$ cat src/rtl/jtagScanPkg.sv
package jtagScanPkg;

  localparam int IR_W = 3;

  typedef enum logic [IR_W-1:0] {
    INS_EXTEST = 3'b000,
    INS_SAMPLE = 3'b010,
    INS_HIGHZ  = 3'b011,
    INS_IDCODE = 3'b100,
    INS_CLAMP  = 3'b101,
    INS_BYPASS = 3'b111
  } insCode_e;

  localparam logic [10:0] MFR_CODE = 11'b00010100001;

  // strobes from the control half to the datapath half
  typedef struct packed {
    logic capBsr;
    logic shBsr;
    logic updBsr;
    logic capId;
    logic shId;
    logic capByp;
    logic shByp;
    logic selBsr;
    logic selId;
    logic pinsFromLatch;
    logic pinsHiZ;
    logic irShifting;
    logic irOut;
    logic drShifting;
  } dpCtl_t;

endpackage

$ cat src/rtl/scan_ctrl.sv
module scan_ctrl
  import jtagScanPkg::*;
(
  input  logic   tck,
  input  logic   rstN,
  input  logic   stTlr,
  input  logic   stCapIr,
  input  logic   stShIr,
  input  logic   stUpdIr,
  input  logic   stCapDr,
  input  logic   stShDr,
  input  logic   stUpdDr,
  input  logic   tdi,
  output dpCtl_t ctl
);

  logic [IR_W-1:0] irShift;
  logic [IR_W-1:0] irActive;
  logic isBsr, isId, isByp, isExtest, isClamp, isHiZ;

  // instruction shift stage
  always_ff @(posedge tck or negedge rstN) begin
    if (!rstN)        irShift <= '0;
    else if (stCapIr) irShift <= {{(IR_W-2){1'b0}}, 2'b01};
    else if (stShIr)  irShift <= {tdi, irShift[IR_W-1:1]};
  end

  // parallel instruction latch, IDCODE on reset
  always_ff @(posedge tck or negedge rstN) begin
    if (!rstN)        irActive <= INS_IDCODE;
    else if (stTlr)   irActive <= INS_IDCODE;
    else if (stUpdIr) irActive <= irShift;
  end

  always_comb begin
    isExtest = (irActive == INS_EXTEST);
    isClamp  = (irActive == INS_CLAMP);
    isHiZ    = (irActive == INS_HIGHZ);
    isBsr    = isExtest || (irActive == INS_SAMPLE);
    isId     = (irActive == INS_IDCODE);
    isByp    = !isBsr && !isId;

    ctl.capBsr        = stCapDr && isBsr;
    ctl.shBsr         = stShDr  && isBsr;
    ctl.updBsr        = stUpdDr && isBsr;
    ctl.capId         = stCapDr && isId;
    ctl.shId          = stShDr  && isId;
    ctl.capByp        = stCapDr && isByp;
    ctl.shByp         = stShDr  && isByp;
    ctl.selBsr        = isBsr;
    ctl.selId         = isId;
    ctl.pinsFromLatch = isExtest || isClamp;
    ctl.pinsHiZ       = isHiZ;
    ctl.irShifting    = stShIr;
    ctl.irOut         = irShift[0];
    ctl.drShifting    = stShDr;
  end

  // Test-Logic-Reset forces IDCODE
  assert_tlr_idcode_R1: assert property (@(posedge tck) disable iff (!rstN)
    stTlr |=> (irActive == INS_IDCODE));

  // capture pattern in the low instruction bits
  assert_capir_pattern_R3: assert property (@(posedge tck) disable iff (!rstN)
    stCapIr |=> (irShift[1:0] == 2'b01));

  // instruction changes only on Update-IR or reset state
  assert_instr_hold_R4: assert property (@(posedge tck) disable iff (!rstN)
    (!stUpdIr && !stTlr) |=> $stable(irActive));

endmodule

$ cat src/rtl/scan_dpath.sv
module scan_dpath
  import jtagScanPkg::*;
#(
  parameter int          NIN     = 4,
  parameter int          NOUT    = 4,
  parameter logic [15:0] DEV_ID  = 16'h0001,
  parameter logic [3:0]  VERSION = 4'h0
) (
  input  logic            tck,
  input  logic            rstN,
  input  dpCtl_t          ctl,
  input  logic            tdi,
  input  logic [NIN-1:0]  pinIn,
  input  logic [NOUT-1:0] coreOut,
  input  logic [NOUT-1:0] coreOe,
  output logic [NOUT-1:0] padOut,
  output logic [NOUT-1:0] padOe,
  output logic            tdo,
  output logic            tdoEn
);

  localparam int BSR_LEN = NIN + 2 * NOUT;
  localparam int OV_LO   = NIN;
  localparam int OE_LO   = NIN + NOUT;
  localparam logic [31:0] ID_WORD = {VERSION, DEV_ID, MFR_CODE, 1'b1};

  logic               bypReg;
  logic [31:0]        idReg;
  logic [BSR_LEN-1:0] bsrShift;
  logic [BSR_LEN-1:0] bsrUpd;
  logic [BSR_LEN-1:0] bsrCapt;
  logic               tdoNext;
  logic               clampNow;

  assign bsrCapt  = {padOe, padOut, pinIn};
  assign clampNow = ctl.pinsFromLatch && !ctl.selBsr;

  always_ff @(posedge tck or negedge rstN) begin
    if (!rstN)           bypReg <= 1'b0;
    else if (ctl.capByp) bypReg <= 1'b0;
    else if (ctl.shByp)  bypReg <= tdi;
  end

  always_ff @(posedge tck or negedge rstN) begin
    if (!rstN)          idReg <= ID_WORD;
    else if (ctl.capId) idReg <= ID_WORD;
    else if (ctl.shId)  idReg <= {tdi, idReg[31:1]};
  end

  always_ff @(posedge tck or negedge rstN) begin
    if (!rstN)           bsrShift <= '0;
    else if (ctl.capBsr) bsrShift <= bsrCapt;
    else if (ctl.shBsr)  bsrShift <= {tdi, bsrShift[BSR_LEN-1:1]};
  end

  always_ff @(posedge tck or negedge rstN) begin
    if (!rstN)           bsrUpd <= '0;
    else if (ctl.updBsr) bsrUpd <= bsrShift;
  end

  // per-pin override muxes
  for (genvar g = 0; g < NOUT; g++) begin : gPin
    assign padOut[g] = ctl.pinsHiZ       ? coreOut[g] :
                       ctl.pinsFromLatch ? bsrUpd[OV_LO + g] : coreOut[g];
    assign padOe[g]  = ctl.pinsHiZ       ? 1'b0 :
                       ctl.pinsFromLatch ? bsrUpd[OE_LO + g] : coreOe[g];
  end

  always_comb begin
    if (ctl.irShifting)  tdoNext = ctl.irOut;
    else if (ctl.selBsr) tdoNext = bsrShift[0];
    else if (ctl.selId)  tdoNext = idReg[0];
    else                 tdoNext = bypReg;
  end

  always_ff @(negedge tck or negedge rstN) begin
    if (!rstN) begin
      tdo   <= 1'b0;
      tdoEn <= 1'b0;
    end else begin
      tdo   <= tdoNext;
      tdoEn <= ctl.irShifting || ctl.drShifting;
    end
  end

  // capture loads the identity word
  assert_id_capture_R2: assert property (@(posedge tck) disable iff (!rstN)
    ctl.capId |=> (idReg[0] && idReg[11:1] == MFR_CODE && idReg[27:12] == DEV_ID
                   && idReg[31:28] == VERSION));

  // bypass stage delays TDI by one cycle
  assert_bypass_delay_R5: assert property (@(posedge tck) disable iff (!rstN)
    ctl.shByp |=> (bypReg == $past(tdi)));

  // update latches hold outside Update-DR
  assert_latch_hold_R8: assert property (@(posedge tck) disable iff (!rstN)
    !ctl.updBsr |=> $stable(bsrUpd));

  // pins frozen while clamp stays active
  assert_clamp_steady_R10: assert property (@(posedge tck) disable iff (!rstN)
    clampNow |=> (!clampNow || ($stable(padOut) && $stable(padOe))));

endmodule

$ cat src/rtl/scan_instr_regs.sv
module scan_instr_regs
  import jtagScanPkg::*;
#(
  parameter int          NIN     = 4,
  parameter int          NOUT    = 4,
  parameter logic [15:0] DEV_ID  = 16'h0001,
  parameter logic [3:0]  VERSION = 4'h0
) (
  input  logic            tck,
  input  logic            rstN,
  input  logic            stTlr,
  input  logic            stCapIr,
  input  logic            stShIr,
  input  logic            stUpdIr,
  input  logic            stCapDr,
  input  logic            stShDr,
  input  logic            stUpdDr,
  input  logic            tdi,
  input  logic [NIN-1:0]  pinIn,
  input  logic [NOUT-1:0] coreOut,
  input  logic [NOUT-1:0] coreOe,
  output logic [NOUT-1:0] padOut,
  output logic [NOUT-1:0] padOe,
  output logic            tdo,
  output logic            tdoEn
);

  dpCtl_t ctl;

  scan_ctrl uCtrl (
    .tck     (tck),
    .rstN    (rstN),
    .stTlr   (stTlr),
    .stCapIr (stCapIr),
    .stShIr  (stShIr),
    .stUpdIr (stUpdIr),
    .stCapDr (stCapDr),
    .stShDr  (stShDr),
    .stUpdDr (stUpdDr),
    .tdi     (tdi),
    .ctl     (ctl)
  );

  scan_dpath #(
    .NIN     (NIN),
    .NOUT    (NOUT),
    .DEV_ID  (DEV_ID),
    .VERSION (VERSION)
  ) uDpath (
    .tck     (tck),
    .rstN    (rstN),
    .ctl     (ctl),
    .tdi     (tdi),
    .pinIn   (pinIn),
    .coreOut (coreOut),
    .coreOe  (coreOe),
    .padOut  (padOut),
    .padOe   (padOe),
    .tdo     (tdo),
    .tdoEn   (tdoEn)
  );

endmodule

$ cat config.mk
export PLATFORM = sky130hd
export DESIGN_NAME = scan_instr_regs
export DESIGN_NICKNAME = d
export VERILOG_FILES = /design/src/rtl/jtagScanPkg.sv /design/src/rtl/scan_ctrl.sv /design/src/rtl/scan_dpath.sv /design/src/rtl/scan_instr_regs.sv
export SDC_FILE = /design/constraint.sdc
export NUM_CORES = 1
export LEC_CHECK = 0
export ABC_AREA = 1
export BUFFER_PORTS_ARGS = -buffer_cell sky130_fd_sc_hd__buf_4
export CAP_MARGIN = 20
export CORE_ASPECT_RATIO = 0.5
export CORE_MARGIN = 2
export CORE_UTILIZATION = 40
export DETAILED_ROUTE_END_ITERATION = 16
export GPL_ROUTABILITY_DRIVEN = 0
export SLEW_MARGIN = 10
export SYNTH_ARGS = -nofsm -noshare
export SYNTH_HDL_FRONTEND = slang
export SYNTH_SLANG_ARGS = --single-unit
$ cat constraint.sdc
create_clock -name tck -period 3 [get_ports tck]
set_input_delay 0.6 -clock tck [delete_from_list [all_inputs] [get_ports tck]]
set_output_delay 0.6 -clock tck [all_outputs]
set_load 0.02 [all_outputs]
; ---- Word-level counts from Yosys, hierarchy flattened
; Cells that the tools add are included.
[word_totals]
regBits = 65
latchBits = 0
ram_bits = 0
mem_bits_ro = 0
output_inout_bits = 10
word_cells = 60
memories = 0
[classes]
addsub = 0
mul = 0
n_div = 0
order_cmp = 0
n_eq_ne = 4
shift = 0
mux = 29
n_bitwise = 0
n_reduce_logical = 19
[op_table]
columns = op, count
row1 = 32-bit 2-to-1 mux, 2
row2 = 12-bit 2-to-1 mux, 2
row3 = 1-bit 2-to-1 mux, 21
row4 = 3-bit 2-to-1 mux, 4
row5 = 2-bit nonzero test, 5
row6 = 1-bit logical AND, 8
row7 = "3-bit by 2-bit == test with 1-bit output, second input constant", 2
row8 = "3-bit == test, second input constant", 2
row9 = 3-bit zero test, 1
row10 = 1-bit logical OR, 3
row11 = 1-bit zero test, 2

; ---- Logic depth before layout (Yosys ltp)
[depth]
depth_word = 7
depth_mapped = 9

; ---- Cells and area by module
; From an unflattened synthesis, not the netlist that was laid out.
[hier_totals]
hier_cells = 338
area_unflattened_um2 = 2780.2
[by_module_without_submodules]
columns = mod, n_inst, cells_each, area_per_inst_um2
row1 = scan_dpath, 1, 282, 2402.3
row2 = scan_ctrl, 1, 56, 377.9

==> summary.txt <==
Status
  – Status: finished clean

Yosys
  – Synthesis Warnings: 0
  – Instance count of the mapped netlist: 302
  – Syn_area_per_cell: 8.85 µm²
  – Area fraction of the dominant cell type after synthesis: 49.6%
  – Largest cells by area after synthesis: dfrtp_1 (50%), inv_1 (8.9%), nand2_1 (8.4%)
  – Post-synthesis cell type count: 23
  – Post-synth top area cell: dfrtp_1
  – Post-synth EDFFs: 0
  – Sequential fraction of the synthesis area: 57.4%
  – Net Count, Synth: 324
  – Synthesized flop and latch total: 61
  – Synthesized area: 2670 µm²
  – Async SR Flop Fraction: 100%
  – Primary FF master, synth: dfrtp_1
  – Post-synth top cells: inv_1 (63), nand2_1 (60), dfrtp_1 (53), o22ai_1 (27), o21ai_0 (24)
  – Most common cell in the netlist: inv_1

Floorplan
  – Die W: 120 µm
  – Die Ht: 61.8 µm
  – Rows: 20
  – Core footprint: 6260 µm²
  – IO Pins: 32
  – Die area: 7390 µm²
  – Effective utilization at floorplan: 42.7%

STA
  – RSZ-0062 raised after global routing: no
  – TNS Setup: 0 ps
  – Max Slew Vio Count: 0
  – Skew final: 10.2 ps
  – Slew Limit Headroom: 51.6%
  – Number of setup violations in the final report: 0
  – Worst Tran Pin Value: 726 ps
  – Hold Slack: 474 ps
  – Final Hold Viols: 0

GRT
  – First-pass GRT wire length: 8930 µm
  – Gr ovfl total: 0
  – Gr usage total: 16.1%
  – Pin count of the biggest net entering global routing: 60
  – Vias in the first global route: 1911
  – Initial antenna violation count: 0

Finish
  – Final Core Density: 52.8%
  – Fin nets: 358
  – P&R area growth vs syn: 23.6%
  – Share of layout cells above drive strength 1: 20.8%
  – Diode count: 0

CTS
  – Clock Sink Count: 61
  – Root Buffer: clkbuf_16
  – Maximum clock insertion buffer count: 2
  – Cts hold-fix bufs: 0
  – Worst-Skew Late Latency: 320 ps
  – Post-CTS Setup Bufs: 0
  – CTS tree: yes
  – Total CTS buffers: 9
  – H-tree depth: 3
  – Clock transition at path regs: 50 ps
  – Cts repair resizes: 0

Power
  – Peak VDD IR: 0.413 mV
  – Leak: 1.67 nW
  – PwrDens: 791 nW/µm²
  – Pwr Total: 2.61 mW

Place
  – DP HPWL: 3550 µm
  – Port-buffer cells: 31

Route
  – Drt first pass iters: 5
  – DRT antenna net count: 0
  – 1st-iter DRT viols: 82
  – Routed wire length: 5350 µm
  – DRC Markers: 0
  – Routed len/inst: 12.5 µm
  – Vias per std cell: 4.78
  – Vias: 2049

Critical path
  – Flop2flop setup slack: 290 ps
  – Critical Path RT: 2400 ps
  – Crit-path max FO: 1
  – Crit path depth: 1
  – Critical path class: register to primary output
  – CP arrival: 2350 ps
  – Buf/Inv on CP: 1
  – Reg2reg path depth: 5
  – Crit path launch type: register
  – Critical path endpoint category: primary output
  – CP Cell Sequence: buf_4
  – Max stage delay on crit path: 390 ps
  – Crit-path leading delay family: flip-flops
  – Crit path max-delay cell type: dfrtn_1

Run
  – Max-Cap Viols: 0

Hold path
  – Hold Path Class: input port to asynchronous set/reset pin
[cells by family after synthesis]
group / count (synthesis) / synth area share (%)
DFF: 61 / 57.4
AOI/OAI and AO/OA: 73 / 15.5
and+or+nand+nor: 88 / 14.7
buffers and inverters: 80 / 12.4
[where the power goes]
group	switching (mW)	internal (mW)
Combinational	0.259	0.160
Sequential	0.0619	0.974
Clock	0.347	0.810
Total	0.669	1.94
[path summary, 6_finish.rpt]
kind	start	to
max	uDpath.tdo$_DFF_NN0_	tdo
min	rstN	uDpath.idReg[27]$_DFFE_PN0P_
max reg2reg	uCtrl.irActive[2]$_DFFE_PN1P_	uDpath.tdo$_DFF_NN0_
min reg2reg	uDpath.bsrShift[8]$_DFFE_PN0P_	uDpath.bsrShift[8]$_DFFE_PN0P_
max in group asynchronous	rstN	uDpath.tdo$_DFF_NN0_
min in group tck	uDpath.bsrShift[8]$_DFFE_PN0P_	uDpath.bsrShift[8]$_DFFE_PN0P_
[sequential cells by signal, summed over array words and instances (netlist names)]
name	flops
uCtrl.irShift	3
uDpath.idReg	32
uDpath.tdoEn	1
uDpath.tdo	1
uCtrl.irActive	3
uDpath.bypReg	1
uDpath.bsrShift	12
uDpath.bsrUpd	8
[final cells by class]
| cell class | instances | area (µm²) |
|---|---|---|
| fillers | 573 | 2950 |
| flip-flops and latches | 61 | 1530 |
| multi-input cells | 161 | 807 |
| inverters | 70 | 263 |
| repair buffers | 33 | 248 |
| clock buffers | 10 | 229 |
| clock inverters | 6 | 111 |
| well taps | 88 | 110 |
[layout by cell type (no fill, tap or decap), types with 6 or more instances in the layout]
cell	netlist	final
nand3_1	15	15
inv_1	63	63
buf_4	3	33
dfstp_2	6	6
o21ai_0	24	24
a21oi_1	15	15
nand2_1	60	60
a22oi_1	6	6
inv_2	7	7
o22ai_1	27	27
clkbuf_16	0	9
dfrtp_1	53	53
[per-stage QoR]
stage          setup WS (ps)  instance area (µm²)  cells
2_1_floorplan            318                 2670    302
3_3_place_gp             334                 2960    413
3_5_place_dp             299                 2960    413
4_1_cts                 42.8                 3300    429
5_1_grt                 20.8                 3300    429
6_report                54.5                 3300    429
[layer usage]
| metal | track usage [%] | vias to the layer above | wire, µm |
|---|---|---|---|
| met5 | 0 | - | 0 |
| met4 | 6.72 | 0 | 100 |
| met3 | 5.29 | 14 | 164 |
| met2 | 26.6 | 30 | 2590 |
| met1 | 20.4 | 969 | 2500 |
| li1 | - | 1036 | - |
Power figures use the tool's default switching activity.
